### src/rtl/isc_pkg.sv
package isc_pkg;
  localparam int WORD_BITS = 32;

  typedef enum logic {
    REGION_STATUS = 1'b0,
    REGION_MASK   = 1'b1
  } region_e;

  // Register word k holds source group k XOR (words-1).
  function automatic int group_of_word(int k, int words);
    return k ^ (words - 1);
  endfunction
endpackage

### src/rtl/isc_src_capture.sv
module isc_src_capture #(
  parameter int NUM_SRC = 64,
  parameter int EXT_LO  = 40,
  parameter int EXT_CNT = 6
) (
  input  logic               clk,
  input  logic               rst_n,
  input  logic [NUM_SRC-1:0] src_level,
  input  logic [EXT_CNT-1:0] ext_irq,
  output logic [NUM_SRC-1:0] raw_q
);
  logic [NUM_SRC-1:0] merged;

  // The cascade slice is fed from the external front end.
  for (genvar i = 0; i < NUM_SRC; i++) begin : g_bit
    if (i >= EXT_LO && i < EXT_LO + EXT_CNT) begin : g_ext
      assign merged[i] = ext_irq[i - EXT_LO];
    end else begin : g_int
      assign merged[i] = src_level[i];
    end
  end

  always_ff @(posedge clk) begin
    if (!rst_n) raw_q <= '0;
    else        raw_q <= merged;
  end
endmodule

### src/rtl/isc_mask_bank.sv
module isc_mask_bank #(
  parameter int NUM_SRC = 64,
  parameter bit PRESENT = 1'b1,
  localparam int WORDS  = NUM_SRC / isc_pkg::WORD_BITS,
  localparam int GW     = (WORDS > 1) ? $clog2(WORDS) : 1
) (
  input  logic               clk,
  input  logic               rst_n,
  input  logic               wr_en,
  input  logic [GW-1:0]      wr_grp,
  input  logic [31:0]        wr_data,
  output logic [NUM_SRC-1:0] mask
);
  if (PRESENT) begin : g_bank
    for (genvar g = 0; g < WORDS; g++) begin : g_word
      logic [31:0] word_q;
      always_ff @(posedge clk) begin
        if (!rst_n)                              word_q <= '0;
        else if (wr_en && int'(wr_grp) == g)     word_q <= wr_data;
      end
      assign mask[g*32 +: 32] = word_q;
    end
  end else begin : g_absent
    logic unused_ok;
    assign unused_ok = &{1'b0, clk, rst_n, wr_en, wr_grp, wr_data};
    assign mask = '0;
  end
endmodule

### src/rtl/isc_summary.sv
module isc_summary #(
  parameter int NUM_SRC = 64
) (
  input  logic                   clk,
  input  logic                   rst_n,
  input  logic [NUM_SRC-1:0]     raw,
  input  logic [1:0][NUM_SRC-1:0] masks,
  output logic [1:0]             irq_q
);
  for (genvar c = 0; c < 2; c++) begin : g_core
    always_ff @(posedge clk) begin
      if (!rst_n) irq_q[c] <= 1'b0;
      else        irq_q[c] <= |(raw & masks[c]);
    end
  end
endmodule

### src/rtl/isc_regif.sv
module isc_regif #(
  parameter int NUM_SRC = 64,
  localparam int WORDS  = NUM_SRC / isc_pkg::WORD_BITS,
  localparam int GW     = (WORDS > 1) ? $clog2(WORDS) : 1,
  localparam int AW     = $clog2(4 * WORDS)
) (
  input  logic                    clk,
  input  logic                    rst_n,
  input  logic                    req_valid,
  output logic                    req_ready,
  input  logic                    req_write,
  input  logic [AW-1:0]           req_addr,
  input  logic [31:0]             req_wdata,
  output logic                    rsp_valid,
  input  logic                    rsp_ready,
  output logic [31:0]             rsp_rdata,
  input  logic [NUM_SRC-1:0]      raw,
  input  logic [1:0][NUM_SRC-1:0] masks,
  output logic [1:0]              wr_en,
  output logic [GW-1:0]           wr_grp,
  output logic [31:0]             wr_data
);
  import isc_pkg::*;

  logic          accept;
  logic          core_sel;
  region_e       region;
  logic [GW-1:0] word_idx;
  logic [GW-1:0] grp;
  logic [31:0]   rd_val;

  // Address = {core, region, word}.
  assign core_sel = req_addr[AW-1];
  assign region   = region_e'(req_addr[AW-2]);

  if (WORDS > 1) begin : g_multi
    assign word_idx = req_addr[GW-1:0];
  end else begin : g_single
    logic unused_bit;
    assign unused_bit = req_addr[0];
    assign word_idx   = '0;
  end

  assign grp = GW'(group_of_word(int'(word_idx), WORDS));

  assign req_ready = !rsp_valid || rsp_ready;
  assign accept    = req_valid && req_ready;

  always_comb begin
    if (region == REGION_STATUS) rd_val = raw[int'(grp)*32 +: 32];
    else                         rd_val = masks[core_sel][int'(grp)*32 +: 32];
  end

  for (genvar c = 0; c < 2; c++) begin : g_wen
    assign wr_en[c] = accept && req_write && (region == REGION_MASK) && (core_sel == c[0]);
  end
  assign wr_grp  = grp;
  assign wr_data = req_wdata;

  always_ff @(posedge clk) begin
    if (!rst_n) begin
      rsp_valid <= 1'b0;
      rsp_rdata <= '0;
    end else if (accept && !req_write) begin
      rsp_valid <= 1'b1;
      rsp_rdata <= rd_val;
    end else if (rsp_ready) begin
      rsp_valid <= 1'b0;
    end
  end
endmodule

### src/rtl/intr_stat_mask.sv
module intr_stat_mask #(
  parameter int NUM_SRC   = 64,
  parameter bit HAS_CORE1 = 1'b1,
  parameter int EXT_LO    = 40,
  parameter int EXT_CNT   = 6,
  localparam int WORDS    = NUM_SRC / isc_pkg::WORD_BITS,
  localparam int GW       = (WORDS > 1) ? $clog2(WORDS) : 1,
  localparam int AW       = $clog2(4 * WORDS)
) (
  input  logic               clk,
  input  logic               rst_n,
  input  logic [NUM_SRC-1:0] src_level,
  input  logic [EXT_CNT-1:0] ext_irq,
  input  logic               req_valid,
  output logic               req_ready,
  input  logic               req_write,
  input  logic [AW-1:0]      req_addr,
  input  logic [31:0]        req_wdata,
  output logic               rsp_valid,
  input  logic               rsp_ready,
  output logic [31:0]        rsp_rdata,
  output logic [1:0]         irq_o
);
  logic [NUM_SRC-1:0]      raw;
  logic [1:0][NUM_SRC-1:0] masks;
  logic [1:0]              wr_en;
  logic [GW-1:0]           wr_grp;
  logic [31:0]             wr_data;

  isc_src_capture #(.NUM_SRC(NUM_SRC), .EXT_LO(EXT_LO), .EXT_CNT(EXT_CNT)) cap_i (
    .clk(clk), .rst_n(rst_n), .src_level(src_level), .ext_irq(ext_irq), .raw_q(raw)
  );

  isc_regif #(.NUM_SRC(NUM_SRC)) regif_i (
    .clk(clk), .rst_n(rst_n),
    .req_valid(req_valid), .req_ready(req_ready), .req_write(req_write),
    .req_addr(req_addr), .req_wdata(req_wdata),
    .rsp_valid(rsp_valid), .rsp_ready(rsp_ready), .rsp_rdata(rsp_rdata),
    .raw(raw), .masks(masks),
    .wr_en(wr_en), .wr_grp(wr_grp), .wr_data(wr_data)
  );

  for (genvar c = 0; c < 2; c++) begin : g_bank
    isc_mask_bank #(.NUM_SRC(NUM_SRC), .PRESENT((c == 0) ? 1'b1 : HAS_CORE1)) bank_i (
      .clk(clk), .rst_n(rst_n), .wr_en(wr_en[c]), .wr_grp(wr_grp),
      .wr_data(wr_data), .mask(masks[c])
    );
  end

  isc_summary #(.NUM_SRC(NUM_SRC)) sum_i (
    .clk(clk), .rst_n(rst_n), .raw(raw), .masks(masks), .irq_q(irq_o)
  );
endmodule

### config.mk
export PLATFORM = sky130hd
export DESIGN_NAME = intr_stat_mask
export DESIGN_NICKNAME = d
export VERILOG_FILES = /design/src/rtl/isc_pkg.sv /design/src/rtl/isc_src_capture.sv /design/src/rtl/isc_mask_bank.sv /design/src/rtl/isc_summary.sv /design/src/rtl/isc_regif.sv /design/src/rtl/intr_stat_mask.sv
export SDC_FILE = /design/constraint.sdc
export NUM_CORES = 1
export LEC_CHECK = 0
export CORE_MARGIN = 2
export CORE_UTILIZATION = 45
export DETAILED_ROUTE_END_ITERATION = 7
export PLACE_DENSITY_LB_ADDON = 0.05
export RECOVER_POWER = 25
export SYNTH_ARGS = -nofsm -noshare
export SYNTH_HDL_FRONTEND = slang
export SYNTH_SLANG_ARGS = --single-unit
### constraint.sdc
create_clock -name clk -period 2.3 [get_ports clk]
set_input_delay 0.575 -clock clk [delete_from_list [all_inputs] [get_ports clk]]
set_output_delay 0.575 -clock clk [all_outputs]
set_load 0.005 [all_outputs]
==> summary.txt <==
Worst setup path
  • FF-to-FF setup slack: 0.55 ns
  • CP startpoint: regif_i.rsp_valid$_SDFFE_PN0P_
  • CP bufs+invs: 1
  • WP depth: 1
  • Worst Reg2Reg Path Length in Cells: 5
  • Worst r2r src: cap_i.raw_q[18]$_SDFF_PN0_
  • Worst Path Max Fanout: 2
  • WP data arrival: 1.42 ns
  • Critical path, cell by cell: clkdlybuf4s50_1
  • Critical path type: flop to output pin
  • CP Capture Type: output pin
  • Crit path launch type: flop
  • Setup crit end: rsp_valid
  • Reg2Reg Capture Point: sum_i.irq_q[0]$_SDFF_PN0_
  • Critical Path RT: 1.73 ns
  • CP max-delay cell: clkdlybuf4s50_1
  • Peak per-stage delay on the critical path: 0.53 ns
  • CP delay by family, top: buffers and inverters

Placement
  • Placed cell area: 11500 um2
  • Post-detail-place hpwl: 23.9 mm
  • Placer Congestion: 0.972
  • Port bufs: 139
  • Placed insts: 1417

Global route
  • Antenna violations before repair: 0
  • GR Layer Usage met3: 5.45%
  • Pin count of the biggest net entering global routing: 87
  • Met1 Track Usage GR: 44.9%
  • M2 GR Usage: 42.3%
  • Gr usage total: 29.5%
  • GRT busiest layer: met1
  • Global-route wire length before repair: 48.9 mm
  • Congestion Overflow GR: 0
  • Vias in the first global route: 7452

Power
  • Clk pwr share: 45.5%
  • Pint: 6.88 mW
  • Net Sw Frac: 23.6%
  • Proportion of power drawn by combinational gates: 8.2%
  • Static Leak: 4.38 nW
  • Switching pwr: 2.12 mW
  • Peak VDD IR: 0.000521 V
  • Pwr dens: 730 nW/um2
  • Flop pwr share: 46.3%

Synth
  • Top-count cell post-synth: nand2_1
  • Mapped Nets: 1149
  • Leading area contributor after synthesis: dfxtp_1
  • Top cells by count, synth: 289 x nand2_1, 227 x dfxtp_1, 113 x a21boi_1, 64 x and2_1
  • Register area share after synthesis: 47.2%
  • Yosys cell types: 32
  • Ys async rst share: 0%
  • Largest cells by area after synthesis: dfxtp_1 47%, nand2_1 11%, a21boi_1 8.8%
  • Synthesis-stage register bit count: 227
  • Area share of the leading cell type in the synthesized netlist: 47.2%
  • Syn_area_per_cell: 9.26 um2
  • Synthesized area: 9620 um2
  • Yosys Warn Count: 0
  • Syn Inst Count: 1039
  • EDFF count, synth: 0
  • Main synth FF type: dfxtp_1

STA
  • Hold_ws: 0.446 ns
  • Slew Viols, Final: 0
  • Clock skew: 0.00919 ns
  • Fin crit share: 86.8%
  • Least-Margin Pin Slew: 1.45 ns
  • Final setup vio count: 0
  • Headroom to the max-slew limit: 3.34%
  • RSZ-0062 raised after global routing: no
  • Minimum clock period: 2.00 ns
  • Setup TNS Final: 0 ns
  • Endpoints failing hold: 0
  • Fmax: 501 MHz

Clock network
  • Num CTS Buffers: 25
  • Clock Path Buffers: 3
  • CTS clk-pin slew, worst paths: 0.06 ns
  • Root buffer cell: clkbuf_16
  • CTS Hold Bufs: 0
  • Depth of the CTS H-tree: 1
  • CTS tree: yes
  • Worst skew pair latency: 0.52 ns
  • CTS Sinks: 227

Finish
  • Non-filler cells, final: 1463
  • Core Util, Final: 58.6%
  • Area growth, synth to finish: 28.1%
  • Final instance area: 12300 um2
  • Layout cells sized above 1: 10.1%
  • Final nets: 1279

Die
  • DIE AREA: 22600 um2
  • Die Span X: 150 um
  • Die height: 150 um
  • Io pins: 146
  • Initial Util: 45.8%
  • Std-Cell Rows: 53
  • Core area: 21000 um2

Detailed routing
  • Post-route ant nets: 0
  • Vias: 8216
  • Number of remaining DRC errors: 0
  • DR pass1 iterations: 5
  • WL/cell: 22.8 um
  • Post-Route WL: 33.3 mm
  • Detailed Route Iter0 Violations: 783
  • Vias/cell: 5.62

Worst hold path
  • Hold Crit Class: flop to flop

Status
  • Outcome: finished clean

Flow run
  • Max-Cap Viols: 0
[power groups by stage]
stage	Clock (mW)	Combinational [mW]	Sequential (mW)
after detailed placement	0	0.746	4.25
after CTS	4.12	0.750	4.16
after global placement	0	0.743	4.25
final	4.09	0.743	4.17
after global routing	4.29	0.795	4.17
after floorplan	0	0.348	4.18
[metrics by stage]
step                worst slack [ns]  power [mW]
floorplan                      0.583        4.53
global placement              0.0488        4.99
detailed placement            0.0425        4.99
CTS                           0.0371        9.03
global route                   0.270        9.26
finish                         0.304        9.00
[routing by layer]
layer	vias to the layer above	wire, um
li1	3874	-
met2	386	14000
met5	-	0
met3	59	2710
met4	0	1050
met1	3897	15500
[kinds of logic after synthesis]
logic type,count (synthesis),share of synthesized area (%)
AO/OA/AOI/OAI,259,19.0
multiplexers,64,10.8
AND/OR/NAND/NOR,415,19.0
buffers and inverters,74,3.95
flip-flops,227,47.2
[final cells by class]
class | instances | area, um2
Antenna cell | 1 | 2.50
Multi-Input combinational cell | 738 | 4720
Clock inverter | 14 | 163
Fill cell | 1886 | 8690
Clock buffer | 31 | 678
Tap cell | 275 | 344
Sequential cell | 227 | 4540
Timing Repair Buffer | 177 | 1880
[placed cells by master (no fill, tap or decap), drive strengths merged, types with 3 or more instances in the layout]
master         Yosys  routed
a22oi             28      28
nor2              32      32
clkinv             0       8
clkbuf            32      35
mux4              32      32
nand2            289     289
bufinv             0       3
clkdlybuf4s50      0     126
nand3              3       3
a22o              18      18
nand4             11      11
and2              64      64
dfxtp            227     227
nor3               5       5
o21ai             32      32
a21boi           131     131
dlygate4sd3        0       8
a21oi             32      32
buf               42      38
mux2i             32      32
a221oi            18      18
[registers in the layout (all words and copies together) (netlist names)]
signal	flops
g_bank.bank_i.g_bank.g_word.word_q	128
cap_i.raw_q	64
regif_i.rsp_rdata	32
sum_i.irq_q	2
regif_i.rsp_valid	1
[worst min-delay path by stage]
stage / start / end / slack (ns) / cells past startpoint
6_report: regif_i.rsp_rdata[6]$_SDFFE_PN0P_ / regif_i.rsp_rdata[6]$_SDFFE_PN0P_ / 0.45 / 2
5_1_grt: regif_i.rsp_rdata[10]$_SDFFE_PN0P_ / regif_i.rsp_rdata[10]$_SDFFE_PN0P_ / 0.47 / 2
4_1_cts: regif_i.rsp_rdata[6]$_SDFFE_PN0P_ / regif_i.rsp_rdata[6]$_SDFFE_PN0P_ / 0.45 / 2
3_5_place_dp: regif_i.rsp_rdata[30]$_SDFFE_PN0P_ / regif_i.rsp_rdata[30]$_SDFFE_PN0P_ / 0.44 / 2
3_3_place_gp: regif_i.rsp_rdata[19]$_SDFFE_PN0P_ / regif_i.rsp_rdata[19]$_SDFFE_PN0P_ / 0.43 / 2
2_1_floorplan: regif_i.rsp_rdata[6]$_SDFFE_PN0P_ / regif_i.rsp_rdata[6]$_SDFFE_PN0P_ / 0.44 / 2
[timing repair]
action,4_1_cts,5_1_grt
setup buffers,0,0
endpoints found under the hold margin,0,0
endpoints found under the setup margin,0,1
resized for setup,0,1
[tightest hold or removal path: cells and delay by family, from the launching register on]
family	cells	cell delay, ns
AOI/OAI and AO/OA	1	0.05
and+or+nand+nor	1	0.05
DFF	1	0.31
Note: power is estimated with default switching activity, not from simulation.
